## src/rtl/bch_fix_pkg.sv

```systemverilog
`timescale 1ns/1ps
package bch_fix_pkg;

  typedef enum logic [1:0] {
    ST_IDLE  = 2'd0,
    ST_SCAN  = 2'd1,
    ST_WRITE = 2'd2,
    ST_FIN   = 2'd3
  } fix_state_e;

  // Parity length in bits for a strength code; code 3 falls back to the middle strength.
  function automatic logic [7:0] parity_bit_len(input logic [1:0] code);
    case (code)
      2'd0:    parity_bit_len = 8'd52;
      2'd2:    parity_bit_len = 8'd208;
      default: parity_bit_len = 8'd104;
    endcase
  endfunction

  // Number of parity bytes kept in the spare area for a strength code.
  function automatic logic [5:0] parity_byte_len(input logic [1:0] code);
    case (code)
      2'd0:    parity_byte_len = 6'd8;
      2'd2:    parity_byte_len = 6'd26;
      default: parity_byte_len = 6'd14;
    endcase
  endfunction

endpackage

```

## src/rtl/bch_loc_decode.sv

```systemverilog
`timescale 1ns/1ps
module bch_loc_decode
  import bch_fix_pkg::*;
#(
  parameter int LOC_W     = 13,
  parameter int DATA_BITS = 4096,
  parameter int ADDR_W    = 9
) (
  input  logic [LOC_W-1:0]  loc_i,
  input  logic [1:0]        strength_i,
  output logic              in_data_o,
  output logic [ADDR_W-1:0] addr_o,
  output logic [7:0]        mask_o
);

  logic [LOC_W-1:0] pbits;
  logic [LOC_W-1:0] adj;
  logic [LOC_W-1:0] mirrored;
  logic             above_parity;
  logic             inside_data;

  always_comb begin
    pbits        = LOC_W'(parity_bit_len(strength_i));
    above_parity = (loc_i >= pbits);
    adj          = loc_i - pbits;
    inside_data  = (adj < LOC_W'(DATA_BITS));
    mirrored     = LOC_W'(DATA_BITS - 1) - adj;
    in_data_o    = above_parity && inside_data;
    addr_o       = mirrored[ADDR_W+2:3];
    mask_o       = 8'd1 << adj[2:0];
  end

endmodule

```

## src/rtl/bch_erase_detect.sv

```systemverilog
`timescale 1ns/1ps
module bch_erase_detect
  import bch_fix_pkg::*;
#(
  parameter int PAR_BYTES = 26
) (
  input  logic [PAR_BYTES*8-1:0] parity_i,
  input  logic [1:0]             strength_i,
  output logic                   erased_o
);

  logic [5:0]           checked_len;
  logic [PAR_BYTES-1:0] byte_ok;

  assign checked_len = parity_byte_len(strength_i) - 6'd1;

  // A byte passes if it reads 0xFF or lies outside the checked range.
  for (genvar k = 0; k < PAR_BYTES; k++) begin : g_byte
    assign byte_ok[k] = (parity_i[k*8 +: 8] == 8'hFF) || (6'(k) >= checked_len);
  end

  assign erased_o = &byte_ok;

endmodule

```

## src/rtl/bch_fix_seq.sv

```systemverilog
`timescale 1ns/1ps
module bch_fix_seq
  import bch_fix_pkg::*;
#(
  parameter int MAX_ERR = 8,
  parameter int LOC_W   = 13,
  parameter int CNT_W   = 4,
  parameter int ADDR_W  = 9
) (
  input  logic                     clk,
  input  logic                     rst_n,
  input  logic                     start_i,
  input  logic [CNT_W-1:0]         err_count_i,
  input  logic [MAX_ERR*LOC_W-1:0] err_locs_i,
  input  logic [1:0]               strength_i,
  input  logic                     erased_i,
  output logic [LOC_W-1:0]         cur_loc_o,
  output logic [1:0]               str_o,
  input  logic                     dec_in_data_i,
  input  logic [ADDR_W-1:0]        dec_addr_i,
  input  logic [7:0]               dec_mask_i,
  output logic [ADDR_W-1:0]        buf_addr_o,
  output logic                     buf_rd_en_o,
  input  logic [7:0]               buf_rdata_i,
  output logic                     buf_wr_en_o,
  output logic [7:0]               buf_wdata_o,
  output logic                     busy_o,
  output logic                     done_o,
  output logic                     erased_o,
  output logic                     overflow_o
);

  localparam int IDX_W = (MAX_ERR > 1) ? $clog2(MAX_ERR) : 1;

  fix_state_e        state_q, state_d;
  logic [IDX_W-1:0]  idx_q, idx_d;
  logic [IDX_W-1:0]  last_q, last_d;
  logic [1:0]        str_q, str_d;
  logic              erased_q, erased_d;
  logic              ovf_q, ovf_d;
  logic [ADDR_W-1:0] addr_q;
  logic [7:0]        mask_q;
  logic [LOC_W-1:0]  locs_q [MAX_ERR];
  logic              load_en;
  logic              cap_en;
  logic              too_many;
  logic [CNT_W-1:0]  cnt_clamped;
  logic              at_last;

  assign too_many    = (err_count_i > CNT_W'(MAX_ERR));
  assign cnt_clamped = too_many ? CNT_W'(MAX_ERR) : err_count_i;
  assign at_last     = (idx_q == last_q);

  // Next-state and output decode
  always_comb begin
    state_d     = state_q;
    idx_d       = idx_q;
    last_d      = last_q;
    str_d       = str_q;
    erased_d    = erased_q;
    ovf_d       = ovf_q;
    load_en     = 1'b0;
    cap_en      = 1'b0;
    buf_rd_en_o = 1'b0;
    buf_wr_en_o = 1'b0;
    buf_addr_o  = addr_q;
    done_o      = 1'b0;
    case (state_q)
      ST_IDLE: begin
        if (start_i) begin
          load_en  = 1'b1;
          str_d    = strength_i;
          erased_d = erased_i;
          ovf_d    = too_many;
          idx_d    = '0;
          last_d   = IDX_W'(cnt_clamped - CNT_W'(1));
          state_d  = (erased_i || (err_count_i == '0)) ? ST_FIN : ST_SCAN;
        end
      end
      ST_SCAN: begin
        if (dec_in_data_i) begin
          buf_rd_en_o = 1'b1;
          buf_addr_o  = dec_addr_i;
          cap_en      = 1'b1;
          state_d     = ST_WRITE;
        end else if (at_last) begin
          state_d = ST_FIN;
        end else begin
          idx_d = idx_q + IDX_W'(1);
        end
      end
      ST_WRITE: begin
        buf_wr_en_o = 1'b1;
        if (at_last) begin
          state_d = ST_FIN;
        end else begin
          idx_d   = idx_q + IDX_W'(1);
          state_d = ST_SCAN;
        end
      end
      ST_FIN: begin
        done_o  = 1'b1;
        state_d = ST_IDLE;
      end
      default: state_d = ST_IDLE;
    endcase
  end

  // Control registers
  always_ff @(posedge clk or negedge rst_n) begin
    if (!rst_n) begin
      state_q  <= ST_IDLE;
      idx_q    <= '0;
      last_q   <= '0;
      str_q    <= '0;
      erased_q <= 1'b0;
      ovf_q    <= 1'b0;
    end else begin
      state_q  <= state_d;
      idx_q    <= idx_d;
      last_q   <= last_d;
      str_q    <= str_d;
      erased_q <= erased_d;
      ovf_q    <= ovf_d;
    end
  end

  // Datapath registers with explicit enables
  always_ff @(posedge clk or negedge rst_n) begin
    if (!rst_n) begin
      addr_q <= '0;
      mask_q <= '0;
      for (int k = 0; k < MAX_ERR; k++) locs_q[k] <= '0;
    end else begin
      if (cap_en) begin
        addr_q <= dec_addr_i;
        mask_q <= dec_mask_i;
      end
      if (load_en) begin
        for (int k = 0; k < MAX_ERR; k++) locs_q[k] <= err_locs_i[k*LOC_W +: LOC_W];
      end
    end
  end

  assign cur_loc_o   = locs_q[idx_q];
  assign str_o       = str_q;
  assign buf_wdata_o = buf_rdata_i ^ mask_q;
  assign busy_o      = (state_q != ST_IDLE);
  assign erased_o    = erased_q;
  assign overflow_o  = ovf_q;

  assert_done_pulse_R6: assert property (@(posedge clk) disable iff (!rst_n)
    done_o |=> !done_o);

  assert_wr_after_rd_R4: assert property (@(posedge clk) disable iff (!rst_n)
    buf_wr_en_o |-> ($past(buf_rd_en_o) && (buf_addr_o == $past(buf_addr_o))));

  assert_rd_wr_excl_R4: assert property (@(posedge clk) disable iff (!rst_n)
    !(buf_rd_en_o && buf_wr_en_o));

  assert_idle_quiet_R1: assert property (@(posedge clk) disable iff (!rst_n)
    !busy_o |-> (!buf_rd_en_o && !buf_wr_en_o && !done_o));

  assert_idx_bound_R7: assert property (@(posedge clk) disable iff (!rst_n)
    idx_q <= last_q);

  assert_start_ignored_R8: assert property (@(posedge clk) disable iff (!rst_n)
    busy_o |=> ($stable(last_q) && $stable(str_q) && $stable(ovf_q)));

endmodule

```

## src/rtl/bch_sector_fixer.sv

```systemverilog
`timescale 1ns/1ps
module bch_sector_fixer
  import bch_fix_pkg::*;
#(
  parameter int MAX_ERR   = 8,
  parameter int LOC_W     = 13,
  parameter int CNT_W     = 4,
  parameter int DATA_BITS = 4096,
  parameter int PAR_BYTES = 26,
  localparam int ADDR_W   = $clog2(DATA_BITS / 8)
) (
  input  logic                     clk,
  input  logic                     rst_n,
  input  logic                     start_i,
  input  logic [CNT_W-1:0]         err_count_i,
  input  logic [MAX_ERR*LOC_W-1:0] err_locs_i,
  input  logic [1:0]               strength_i,
  input  logic [PAR_BYTES*8-1:0]   parity_i,
  output logic [ADDR_W-1:0]        buf_addr_o,
  output logic                     buf_rd_en_o,
  input  logic [7:0]               buf_rdata_i,
  output logic                     buf_wr_en_o,
  output logic [7:0]               buf_wdata_o,
  output logic                     busy_o,
  output logic                     done_o,
  output logic                     erased_o,
  output logic                     overflow_o
);

  logic              erased_now;
  logic [LOC_W-1:0]  cur_loc;
  logic [1:0]        cur_str;
  logic              dec_in_data;
  logic [ADDR_W-1:0] dec_addr;
  logic [7:0]        dec_mask;

  bch_erase_detect #(.PAR_BYTES(PAR_BYTES)) u_erase (
    .parity_i   (parity_i),
    .strength_i (strength_i),
    .erased_o   (erased_now)
  );

  bch_loc_decode #(.LOC_W(LOC_W), .DATA_BITS(DATA_BITS), .ADDR_W(ADDR_W)) u_decode (
    .loc_i      (cur_loc),
    .strength_i (cur_str),
    .in_data_o  (dec_in_data),
    .addr_o     (dec_addr),
    .mask_o     (dec_mask)
  );

  bch_fix_seq #(.MAX_ERR(MAX_ERR), .LOC_W(LOC_W), .CNT_W(CNT_W), .ADDR_W(ADDR_W)) u_seq (
    .clk           (clk),
    .rst_n         (rst_n),
    .start_i       (start_i),
    .err_count_i   (err_count_i),
    .err_locs_i    (err_locs_i),
    .strength_i    (strength_i),
    .erased_i      (erased_now),
    .cur_loc_o     (cur_loc),
    .str_o         (cur_str),
    .dec_in_data_i (dec_in_data),
    .dec_addr_i    (dec_addr),
    .dec_mask_i    (dec_mask),
    .buf_addr_o    (buf_addr_o),
    .buf_rd_en_o   (buf_rd_en_o),
    .buf_rdata_i   (buf_rdata_i),
    .buf_wr_en_o   (buf_wr_en_o),
    .buf_wdata_o   (buf_wdata_o),
    .busy_o        (busy_o),
    .done_o        (done_o),
    .erased_o      (erased_o),
    .overflow_o    (overflow_o)
  );

  // A list entry naming a parity bit must never reach the buffer.
  assert_parity_skip_R3: assert property (@(posedge clk) disable iff (!rst_n)
    (busy_o && (cur_loc < LOC_W'(parity_bit_len(cur_str)))) |-> !buf_rd_en_o);

  // An erased sector sees no buffer traffic for the whole job.
  assert_erased_quiet_R5: assert property (@(posedge clk) disable iff (!rst_n)
    (busy_o && erased_o) |-> (!buf_rd_en_o && !buf_wr_en_o));

endmodule

```

## config.mk

```make
export PLATFORM = sky130hd
export DESIGN_NAME = bch_sector_fixer
export DESIGN_NICKNAME = d
export VERILOG_FILES = /design/src/rtl/bch_fix_pkg.sv /design/src/rtl/bch_loc_decode.sv /design/src/rtl/bch_erase_detect.sv /design/src/rtl/bch_fix_seq.sv /design/src/rtl/bch_sector_fixer.sv
export SDC_FILE = /design/constraint.sdc
export NUM_CORES = 1
export LEC_CHECK = 0
export BUFFER_PORTS_ARGS = -buffer_cell sky130_fd_sc_hd__buf_2
export CAP_MARGIN = 25
export CORE_AREA = 2 2 137 139
export DETAILED_ROUTE_END_ITERATION = 7
export DIE_AREA = 0 0 139 141
export HOLD_SLACK_MARGIN = 0.12
export PLACE_DENSITY = 0.71
export SETUP_SLACK_MARGIN = 0.3
export SLEW_MARGIN = 0
export SYNTH_ARGS = -nofsm -noshare
export SYNTH_HDL_FRONTEND = slang
export SYNTH_SLANG_ARGS = --single-unit
```

## constraint.sdc

```tcl
create_clock -name clk -period 5.2 [get_ports clk]
set_input_delay 0.52 -clock clk [delete_from_list [all_inputs] [get_ports clk]]
set_output_delay 0.52 -clock clk [all_outputs]
set_load 0.05 [all_outputs]
```

* Yosys cells after proc, flatten, opt, wreduce, memory -nomap -nowiden *
Index checks and enable logic that the tools add are counted.
Widths: inputs -> output; s select.

word-level totals
  bits in registers = 133
  input port bits = 329
  bits in writable memories = 0
  latch bits = 0
  logic and storage cells = 151
  bits in read-only memories = 0
  memories = 0

operators by class
  magnitude comparators = 30
  reductions and logical operators = 38
  divide/modulo/power cells = 0
  eq/ne operators = 35
  bitwise operators = 2
  multipliers = 0
  mux-type cells = 24
  add/subtract/negate cells = 5
  shift operators = 1

operators with widths
  cell                    count
  $eq 8x8->1 const B      26
  $ge 5x6->1 const A      10
  $ge 4x6->1 const A      8
  $bmux 13 s3             1
  $logic_or 1x1->1        27
  $mux 13                 2
  $reduce_and 26->1       1
  $ge 3x6->1 const A      4
  $mux 9                  2
  $pmux 8 s2              1
  $ge 13x8->1             1
  $lt 13x13->1 const B    1
  $sub 13x8->13           1
  $ge 1x6->1 const A      2
  $ge 2x6->1 const A      2
  $mux 3                  4
  $sub 12x12->12 const A  1
  $mux 2                  5
  $pmux 5 s2              1
  $pmux 3 s3              1
  $eq 2x2->1 const B      4
  $pmux 2 s4              1
  $shl 1x3->8 const A     1
  $xor 8x8->8             1
  18 further kinds        27

* Logic depth before layout (Yosys ltp) *
Gate-level depths: netlist (run 1).

  depth after elaboration = 10
  gate-level depth with buffers = 17
  mapped depth without buffers = 13

* Cells and area by module *
Synthesis (run 1) repeated with hierarchy kept, for this count alone.

unflattened totals
  cells, all modules = 528
  area, all modules = 7114.3 µm²

by module, submodules not included
  module            instances  cells an instance  area each (µm²)
  bch_fix_seq       1          389                6207.2
  bch_loc_decode    1          68                 465.4
  bch_erase_detect  1          71                 441.7

* Worst setup path before layout (run 1) *
OpenSTA, ideal clock, no wires.

  path kind = register to output
  from = reg u_seq.idx_q[0]
  to = out buf_addr_o[0]
  cell stages (with the launch flop) = 17
  setup slack = -0.219 ns
  data required time = 4.680 ns
  arrival = 4.899 ns
  cells stage by stage = dfrtp_1 -> buf_6 -> buf_2 -> buf_1 -> mux4_2 -> mux2i_1 -> ha_1 -> inv_1 -> fa_1 -> a21o_1 -> a21oi_1 -> o211ai_1 -> o21ai_0 -> o211ai_2 -> buf_4 -> buf_6 -> o21ai_0

between the ends
  cells in the longest elaborated chain, start to end = 9
  elaborated cells between the ends (all ways) = 11
  those cells by class = add/sub (2); order compare (2); mux (5); bitwise (1); reduce/logical (1)

RTL lines
  element                                         line                    RTL
  start, declared                                 bch_fix_seq.sv:36       logic [IDX_W-1:0] idx_q, idx_d;
  start signal, assigned                          bch_fix_seq.sv:120      idx_q <= idx_d;
  $not 3->4 (not written as such) (*)             bch_fix_seq.sv:145      assign cur_loc_o = locs_q[idx_q];
  $bmux 13 s3 (*)                                 bch_fix_seq.sv:145
  $mux 13 (not written as such) (*) (2 in a row)  bch_fix_seq.sv:145
  $sub 13x8->13                                   bch_loc_decode.sv:25    adj = loc_i - pbits;
  $lt 13x13->1                                    bch_loc_decode.sv:26    inside_data = (adj < LOC_W'(DATA_BITS));
  $logic_and 1x1->1                               bch_loc_decode.sv:28    in_data_o = above_parity && inside_data;
  $mux 9 (*)                                      bch_fix_seq.sv:81       if (dec_in_data_i) begin
  $mux 9 (*)                                      bch_fix_seq.sv:68       case (state_q)
  end, declared                                   bch_sector_fixer.sv:19  output logic [ADDR_W-1:0] buf_addr_o,

Every way passes the cells marked *; elsewhere a longest branch is shown, timed or not. The select of a mux whose other input is x is not followed.

* Worst setup path after layout (run 1) *
  from = reg u_seq.idx_q[0]
  to = out buf_addr_o[7]

The elaborated chain is that of the path after synthesis.

==> flow_summary.json, run 1 <==
{
  "drt_pass1_iterations": 4,
  "area_enclosed_by_the_die_boundary_sq_mm": 0.01960,
  "synth.net_count": 879,
  "reg2reg_setup_slack_ns": 1.38,
  "critical_path_required_ns": 4.68,
  "timing.critical_path.slowest_cell_delay_ns": 0.51,
  "synth_cell_types": 47,
  "ctsRootBufferMaster": "sky130_fd_sc_hd__clkbuf_16",
  "via_count": 5788,
  "final.min_clock_period_ns": 4.696,
  "number_of_remaining_drc_errors": 0,
  "comb_power_share_pct": 53.3,
  "clock_tree_from_tritoncts": "done",
  "initial_utilization_pct": 37.50,
  "dominantRegCellSynth": "sky130_fd_sc_hd__dfrtp_1",
  "design.final.nets": 1224,
  "mean_number_of_vias_per_cell": 5.118,
  "ioPinCount": 352,
  "synth_edf_count": 0,
  "synth_seq_cells": 133,
  "setup.worst_path.class": "flip-flop to output pin",
  "max-slew-margin-rel_pct": 33.90,
  "worstHoldPathType": "input port to asynchronous set/reset pin",
  "setup_viol": 0,
  "crit_path_max_fanout": 39,
  "period_share_pct": 90.31,
  "synthesized_area_per_cell_sq_um": 12.76,
  "die_height_um": 141,
  "cts_buffers": 17,
  "clock_share_of_power_pct": 18.9,
  "rr_startpoint": "u_seq.idx_q[0]$_DFFE_PN0P_",
  "design_power_total_w": 0.006640,
  "die_x_um": 139,
  "power.leakage_nw": 4.500,
  "power_density_mw_per_mm2": 691.7,
  "netlist_top_cells_area": "sky130_fd_sc_hd__dfrtp_1 (49%), sky130_fd_sc_hd__mux2_2 (19%), sky130_fd_sc_hd__mux4_2 (8.5%), sky130_fd_sc_hd__nand4_1 (4.8%), sky130_fd_sc_hd__ha_1 (2.2%)",
  "synthDominantCellAreaShare_pct": 48.58,
  "io_buffers": 343,
  "floorplan.core_area_sq_mm": 0.01827,
  "synth_area_leader_cell": "sky130_fd_sc_hd__dfrtp_1",
  "vias_in_the_first_global_route": 5972,
  "cts_buffer_depth": 2,
  "grt_setup_unrepaired": "false",
  "cts_post_setup_buffers_inserted": 0,
  "antenna_found_initial": 4,
  "netSwitchingPower_w": 0.002596,
  "result_of_the_run": "finished clean",
  "largest_net_degree_at_the_start_of_global_routing": 80,
  "rr_endpoint": "u_seq.state_q[1]$_DFFE_PN0P_",
  "drv.max_cap_violation_count": 0,
  "power.ir.vdd_worst_mv": 0.4795,
  "clk_pin_slew_worst_paths_ns": 0.06,
  "cp_slowest_cell": "sky130_fd_sc_hd__mux4_2",
  "routedWlPerCell_um": 19.70,
  "max_slew.worst_pin.slew_ns": 0.9914,
  "layout.cells.most_common": "sky130_fd_sc_hd__buf_2",
  "fillerInstances": 1624,
  "totalNegativeSetupSlack_ns": 0,
  "seq_area_frac_synth_pct": 48.58,
  "gp_routability_congestion": 1.035,
  "fin_worst_skew_ns": 0.005746,
  "seq_power_share_pct": 27.7,
  "ff2ff_path_depth": 11,
  "switch_share_pct": 39.10,
  "detailedRoute.firstIterationViolations": 265,
  "worst_skew_pair.late_latency_ns": 0.42,
  "netlist_instances": 537,
  "most-common-layout-cells": "sky130_fd_sc_hd__buf_2 (333), sky130_fd_sc_hd__dfrtp_1 (131), sky130_fd_sc_hd__mux2_2 (115), sky130_fd_sc_hd__nand4_1 (53), sky130_fd_sc_hd__nand2_1 (30)",
  "antenna_left": 0,
  "cts.htree.levels": 4,
  "detailed_place.area_sq_mm": 0.008954,
  "overflow": 0,
  "timing.final.max_slew_violations": 0,
  "grt_pass1_wl_um": 33250,
  "cts_sinks": 133,
  "drt_wl_total_um": 22280,
  "finalHoldViolations": 0,
  "startpoint_type": "flip-flop",
  "setup.worst_path.end_class": "output pin",
  "arrival_ns": 4.18,
  "internal_power_w": 0.004044,
  "global_routing_usage_summed_across_all_routing_layers_pct": 22.76,
  "hpwlAfterDp_um": 17880,
  "core.rowCount": 50,
  "mappedNetlistArea_sq_mm": 0.006850,
  "yosys_warnings": 0,
  "post-route-cell-area_sq_mm": 0.009599,
  "synth-async-reset-ratio_pct": 100.0,
  "critical_path.cell_chain": "buf_6, mux4_2, mux2_2, fa_1, a21o_1, a21oi_1, o211ai_1, o21ai_1, o211ai_2, buf_12, o21ai_1, buf_12",
  "fmax_ghz": 0.2129,
  "drive_gt1_share_pct": 59.28,
  "area.growth.synth_to_final_pct": 40.13
}
[state kept, by name (all words and copies together) (netlist names)]
name,flops
u_seq.addr_q,9
u_seq.erased_o,1
u_seq.mask_q,8
u_seq.state_q,2
u_seq.idx_q,3
u_seq.locs_q,104
u_seq.last_q,3
u_seq.overflow_o,1
u_seq.str_o,2
[what timing repair did]
item	4_1_cts	5_1_grt
resized for setup	2	4
endpoints found under the setup margin	8	9
hold buffers	0	0
[logic make-up (layout without fill, tap and decap cells)]
group	after synthesis	after routing	share of synthesized area (%)
DFF	133	133	48.58
adders and majority gates	13	13	2.484
muxes	147	147	28.40
and+or+nand+nor	128	128	10.19
AOI/OAI and AO/OA	61	61	5.571
other	0	3	0
xor gates and xnor gates	18	18	2.301
buffers and inverters	37	394	2.466
[worst max-delay path, delay by kind of cell (launching register included)]
family | cells | cell delay, ns
AOI/OAI and AO/OA | 6 | 1.35
muxes | 2 | 0.83
adders and majority gates | 1 | 0.44
DFF | 1 | 0.49
buffers and inverters | 3 | 0.62
[per-stage QoR]
stage	hold WS [ns]	std cells	utilization, %	setup slack [ns]
2_1_floorplan	0.2244	537	-	0.2409
3_3_place_gp	0.4555	1097	49.01	0.7425
3_5_place_dp	0.4617	1097	49.01	0.6434
4_1_cts	0.1476	1128	52.44	0.3417
5_1_grt	0.1540	1128	52.51	0.3082
6_report	0.09705	1131	52.55	0.5040
[synthesized netlist by cell type (2+ instances only)]
library cell and number:
sky130_fd_sc_hd__nand3_1 2, sky130_fd_sc_hd__o31ai_1 7, sky130_fd_sc_hd__mux4_2 26, sky130_fd_sc_hd__mux2i_1 4
sky130_fd_sc_hd__o41ai_1 2, sky130_fd_sc_hd__dfrtp_1 133, sky130_fd_sc_hd__o21ai_1 3, sky130_fd_sc_hd__nor2_1 13
sky130_fd_sc_hd__o211ai_1 3, sky130_fd_sc_hd__nand2b_1 6, sky130_fd_sc_hd__nand4_1 53, sky130_fd_sc_hd__a31oi_1 2
sky130_fd_sc_hd__buf_1 6, sky130_fd_sc_hd__buf_2 3, sky130_fd_sc_hd__nor4_1 12, sky130_fd_sc_hd__nor3_1 2
sky130_fd_sc_hd__o31a_1 2, sky130_fd_sc_hd__nand2_1 31, sky130_fd_sc_hd__ha_1 12, sky130_fd_sc_hd__inv_1 11
sky130_fd_sc_hd__a21oi_1 4, sky130_fd_sc_hd__xor2_1 12, sky130_fd_sc_hd__clkbuf_1 12, sky130_fd_sc_hd__nor2b_1 2
sky130_fd_sc_hd__xnor2_1 6, sky130_fd_sc_hd__mux2_2 115, sky130_fd_sc_hd__buf_6 3, sky130_fd_sc_hd__and3_1 2
sky130_fd_sc_hd__nand3b_1 2, sky130_fd_sc_hd__o21ai_0 29
[worst max path at each step]
| stage | startpoint | endpoint | slack [ns] |
|---|---|---|---|
| floorplan | u_seq.idx_q[0]$_DFFE_PN0P_ | buf_addr_o[1] | 0.24 |
| global placement | u_seq.idx_q[1]$_DFFE_PN0P_ | buf_addr_o[3] | 0.74 |
| detailed placement | u_seq.idx_q[1]$_DFFE_PN0P_ | buf_addr_o[7] | 0.64 |
| CTS | u_seq.idx_q[0]$_DFFE_PN0P_ | buf_addr_o[7] | 0.34 |
| global route | u_seq.idx_q[0]$_DFFE_PN0P_ | buf_addr_o[3] | 0.31 |
| finish | u_seq.idx_q[0]$_DFFE_PN0P_ | buf_addr_o[7] | 0.50 |
[layer usage]
layer  vias up  part of all wire, %  GRT usage, %
met2       242                   47         37.28
li1       2745                    -             -
met3        27                  8.8         9.409
met1      2770                   43         28.45
met5         -                 0.12             0
met4         4                 0.98         4.997
[layout make-up]
type | instances | area [sq um] | share of cell area (%)
Antenna cell | 3 | 7.507 | 0.07821
Clock buffer | 24 | 501.7 | 5.227
Clock inverter | 7 | 118.9 | 1.238
Inverter | 12 | 45.04 | 0.4692
Multi-Input combinational cell | 367 | 3368 | 35.09
Sequential cell | 133 | 3331 | 34.70
Tap cell | 234 | 292.8 | 3.050
Timing Repair Buffer | 351 | 1934 | 20.15
[power groups by stage]
| stage | logic, W | clock network, W | registers (W) |
|---|---|---|---|
| final | 0.00354 | 0.00126 | 0.00184 |
| after CTS | 0.00356 | 0.00128 | 0.00184 |
| after detailed placement | 0.00354 | 0 | 0.00186 |
| after global placement | 0.00349 | 0 | 0.00183 |
| after floorplan | 0.00249 | 0 | 0.00175 |
| after global routing | 0.00382 | 0.00132 | 0.00191 |
No activity file was read; power rests on OpenSTA's default activity.
==> run 2: changes to the inputs <==
==> constraint.sdc (replaced) <==
create_clock -name clk -period 5.2 [get_ports clk]
set_input_delay 0.78 -clock clk [delete_from_list [all_inputs] [get_ports clk]]
set_output_delay 0.78 -clock clk [all_outputs]
set_load 0.05 [all_outputs]
==> flow_summary.json, run 2 (synthesis results as in run 1) <==
{
  "result_of_the_run": "finished clean",
  "cts_buffers": 17,
  "postCtsHoldBufs": 0,
  "grt_setup_unrepaired": "true",
  "via_count": 6006,
  "arrival_ns": 3.97,
  "antenna_found_initial": 15,
  "clk_pin_slew_worst_paths_ns": 0.06,
  "dr.max_layer_used": "met5",
  "clock_share_of_power_pct": 17.8,
  "drt_wl_total_um": 23170,
  "worstHoldPathType": "input port to asynchronous set/reset pin",
  "crit_path_max_fanout": 6,
  "timing.final.max_slew_violations": 0,
  "finalHoldViolations": 0,
  "area_enclosed_by_the_die_boundary_sq_mm": 0.01960,
  "routed_length_on_met1_um": 9565,
  "setup_viol": 0,
  "drt_pass1_iterations": 7,
  "numPlacedInstances": 1101,
  "number_of_remaining_drc_errors": 0,
  "setup.worst_path.class": "flip-flop to output pin",
  "post-route-cell-area_sq_mm": 0.009813,
  "cts_sinks": 133,
  "cp_slowest_cell": "sky130_fd_sc_hd__mux4_2",
  "critical_path.cell_chain": "buf_12, buf_4, mux4_2, mux2_2, ha_1, a21o_1, a21oi_2, o211ai_1, o31a_1, o211ai_4, buf_4, nand2_1, o21ai_4, buf_4",
  "totalNegativeSetupSlack_ns": 0,
  "layout.cells.most_common": "sky130_fd_sc_hd__buf_2",
  "grt_pass1_wl_um": 34850,
  "ioPinCount": 352,
  "cts_buffer_depth": 2,
  "startpoint_type": "flip-flop",
  "detailed_routed_wire_length_on_met3_um": 2202,
  "most-common-layout-cells": "sky130_fd_sc_hd__buf_2 (333), sky130_fd_sc_hd__dfrtp_1 (132), sky130_fd_sc_hd__mux2_2 (115), sky130_fd_sc_hd__nand4_1 (53), sky130_fd_sc_hd__nand2_1 (30)",
  "core.rowCount": 50,
  "ctsRootBufferMaster": "sky130_fd_sc_hd__clkbuf_16",
  "critical_path_required_ns": 4.42,
  "initial_utilization_pct": 37.50,
  "area.growth.synth_to_final_pct": 43.25,
  "met2_length_um": 10900,
  "clock_tree_from_tritoncts": "done",
  "largest-register": "u_seq.locs_q",
  "crit_path_frequent_cell": "sky130_fd_sc_hd__buf_4",
  "timing.critical_path.slowest_cell_delay_ns": 0.49,
  "comb_power_share_pct": 55.3,
  "max-slew-margin-rel_pct": 44.46,
  "drive_gt1_share_pct": 61.43,
  "top_regs": "u_seq.locs_q x104, u_seq.addr_q x9, u_seq.mask_q x8",
  "power.leakage_nw": 4.583,
  "period_share_pct": 91.33,
  "design_power_total_w": 0.006886,
  "worst_skew_pair.late_latency_ns": 0.43,
  "fin_worst_skew_ns": 0.01091,
  "pre_cts_slack_ns": 0.2885,
  "overflow": 0,
  "setup.worst_path.end_class": "output pin",
  "max_ffs_per_register": 104,
  "detailed_place.area_sq_mm": 0.009016,
  "io_buffers": 343,
  "die_x_um": 139,
  "global_routing_usage_summed_across_all_routing_layers_pct": 23.90,
  "vias_in_the_first_global_route": 6291,
  "fin_ws_ns": 0.4510,
  "finalNonFillerCells": 1159,
  "antenna_left": 0,
  "fmax_ghz": 0.2106,
  "routedWlPerCell_um": 19.99,
  "final.min_clock_period_ns": 4.749,
  "drv.max_cap_violation_count": 0,
  "netSwitchingPower_w": 0.002844,
  "hpwlAfterDp_um": 18390,
  "mean_number_of_vias_per_cell": 5.182,
  "gp_routability_congestion": 0.9608,
  "floorplan.core_area_sq_mm": 0.01827,
  "switch_share_pct": 41.31,
  "cts.htree.levels": 4,
  "seq_power_share_pct": 26.9,
  "detailedRoute.firstIterationViolations": 357,
  "internal_power_w": 0.004041,
  "largest_net_degree_at_the_start_of_global_routing": 91,
  "design.final.nets": 1239,
  "power.ir.vdd_worst_mv": 0.5401,
  "die_height_um": 141,
  "power_density_mw_per_mm2": 701.7,
  "max_slew.worst_pin.slew_ns": 0.8331
}
==> run 2: changes by cell type in the layout (fill, tap and decap cells not counted), sizes merged <==
cell and delta:
o211ai +1, bufinv -1, diode +12, clkbuf -5
clkinv +3, clkinvlp -1, inv +5, buf +14
==> run 2: layer usage <==
layer,GRT usage (%),up-vias
met4,7.283,2
met5,3.759,-
met2,38.29,268
met3,10.33,29
met1,29.15,2911
li1,-,2796
==> run 2: metrics by stage <==
step                hold WS [ns]  util (%)
floorplan                 0.4562         -
global placement          0.4634     49.21
detailed placement        0.4701     49.36
CTS                       0.4592     53.14
global route              0.4928     53.64
finish                    0.4129     53.72
==> run 2: power by group through the flow <==
stage          logic (W)  registers (W)  clock network [W]
2_1_floorplan    0.00265        0.00175                  0
3_3_place_gp     0.00351        0.00184                  0
3_5_place_dp     0.00358        0.00187                  0
4_1_cts          0.00373        0.00185            0.00125
5_1_grt          0.00411        0.00192            0.00130
6_report         0.00381        0.00185            0.00123
==> run 2: worst paths after layout <==
path	start	end	slack [ns]	cells after the start
max reg2reg	u_seq.idx_q[0]$_DFFE_PN0P_	u_seq.state_q[1]$_DFFE_PN0P_	1.47	12
min	rst_n	u_seq.locs_q[87]$_DFFE_PN0P_	0.41	1
min reg2reg	u_seq.overflow_o$_DFFE_PN0P_	u_seq.overflow_o$_DFFE_PN0P_	0.48	2
max in group asynchronous	rst_n	u_seq.locs_q[67]$_DFFE_PN0P_	3.68	2
max	u_seq.idx_q[0]$_DFFE_PN0P_	buf_addr_o[3]	0.45	14
min in group clk	u_seq.overflow_o$_DFFE_PN0P_	u_seq.overflow_o$_DFFE_PN0P_	0.48	2
==> run 2: area by class of cell <==
cell class / instances / area [sq um]
Fill cell: 1604 / 8454
Sequential cell: 133 / 3332
Antenna cell: 15 / 37.54
Clock inverter: 13 / 146.4
Inverter: 12 / 47.55
Timing Repair Buffer: 365 / 2004
Multi-Input combinational cell: 368 / 3500
Clock buffer: 19 / 452.9
Tap cell: 234 / 292.8
==> run 2: timing repair <==
action,4_1_cts,5_1_grt
pin swaps,1,4
buffers inserted,6,4
endpoints found under the setup margin,10,9
cloned,1,0
gates resized for setup,7,18
==> run 2: critical path, delay by kind of cell (launching register included) <==
family | cells | cell delay, ns
adders and majority gates | 1 | 0.33
and+or+nand+nor | 1 | 0.10
DFF | 1 | 0.47
buffers and inverters | 4 | 0.70
AOI/OAI and AO/OA | 6 | 1.14
muxes | 2 | 0.79
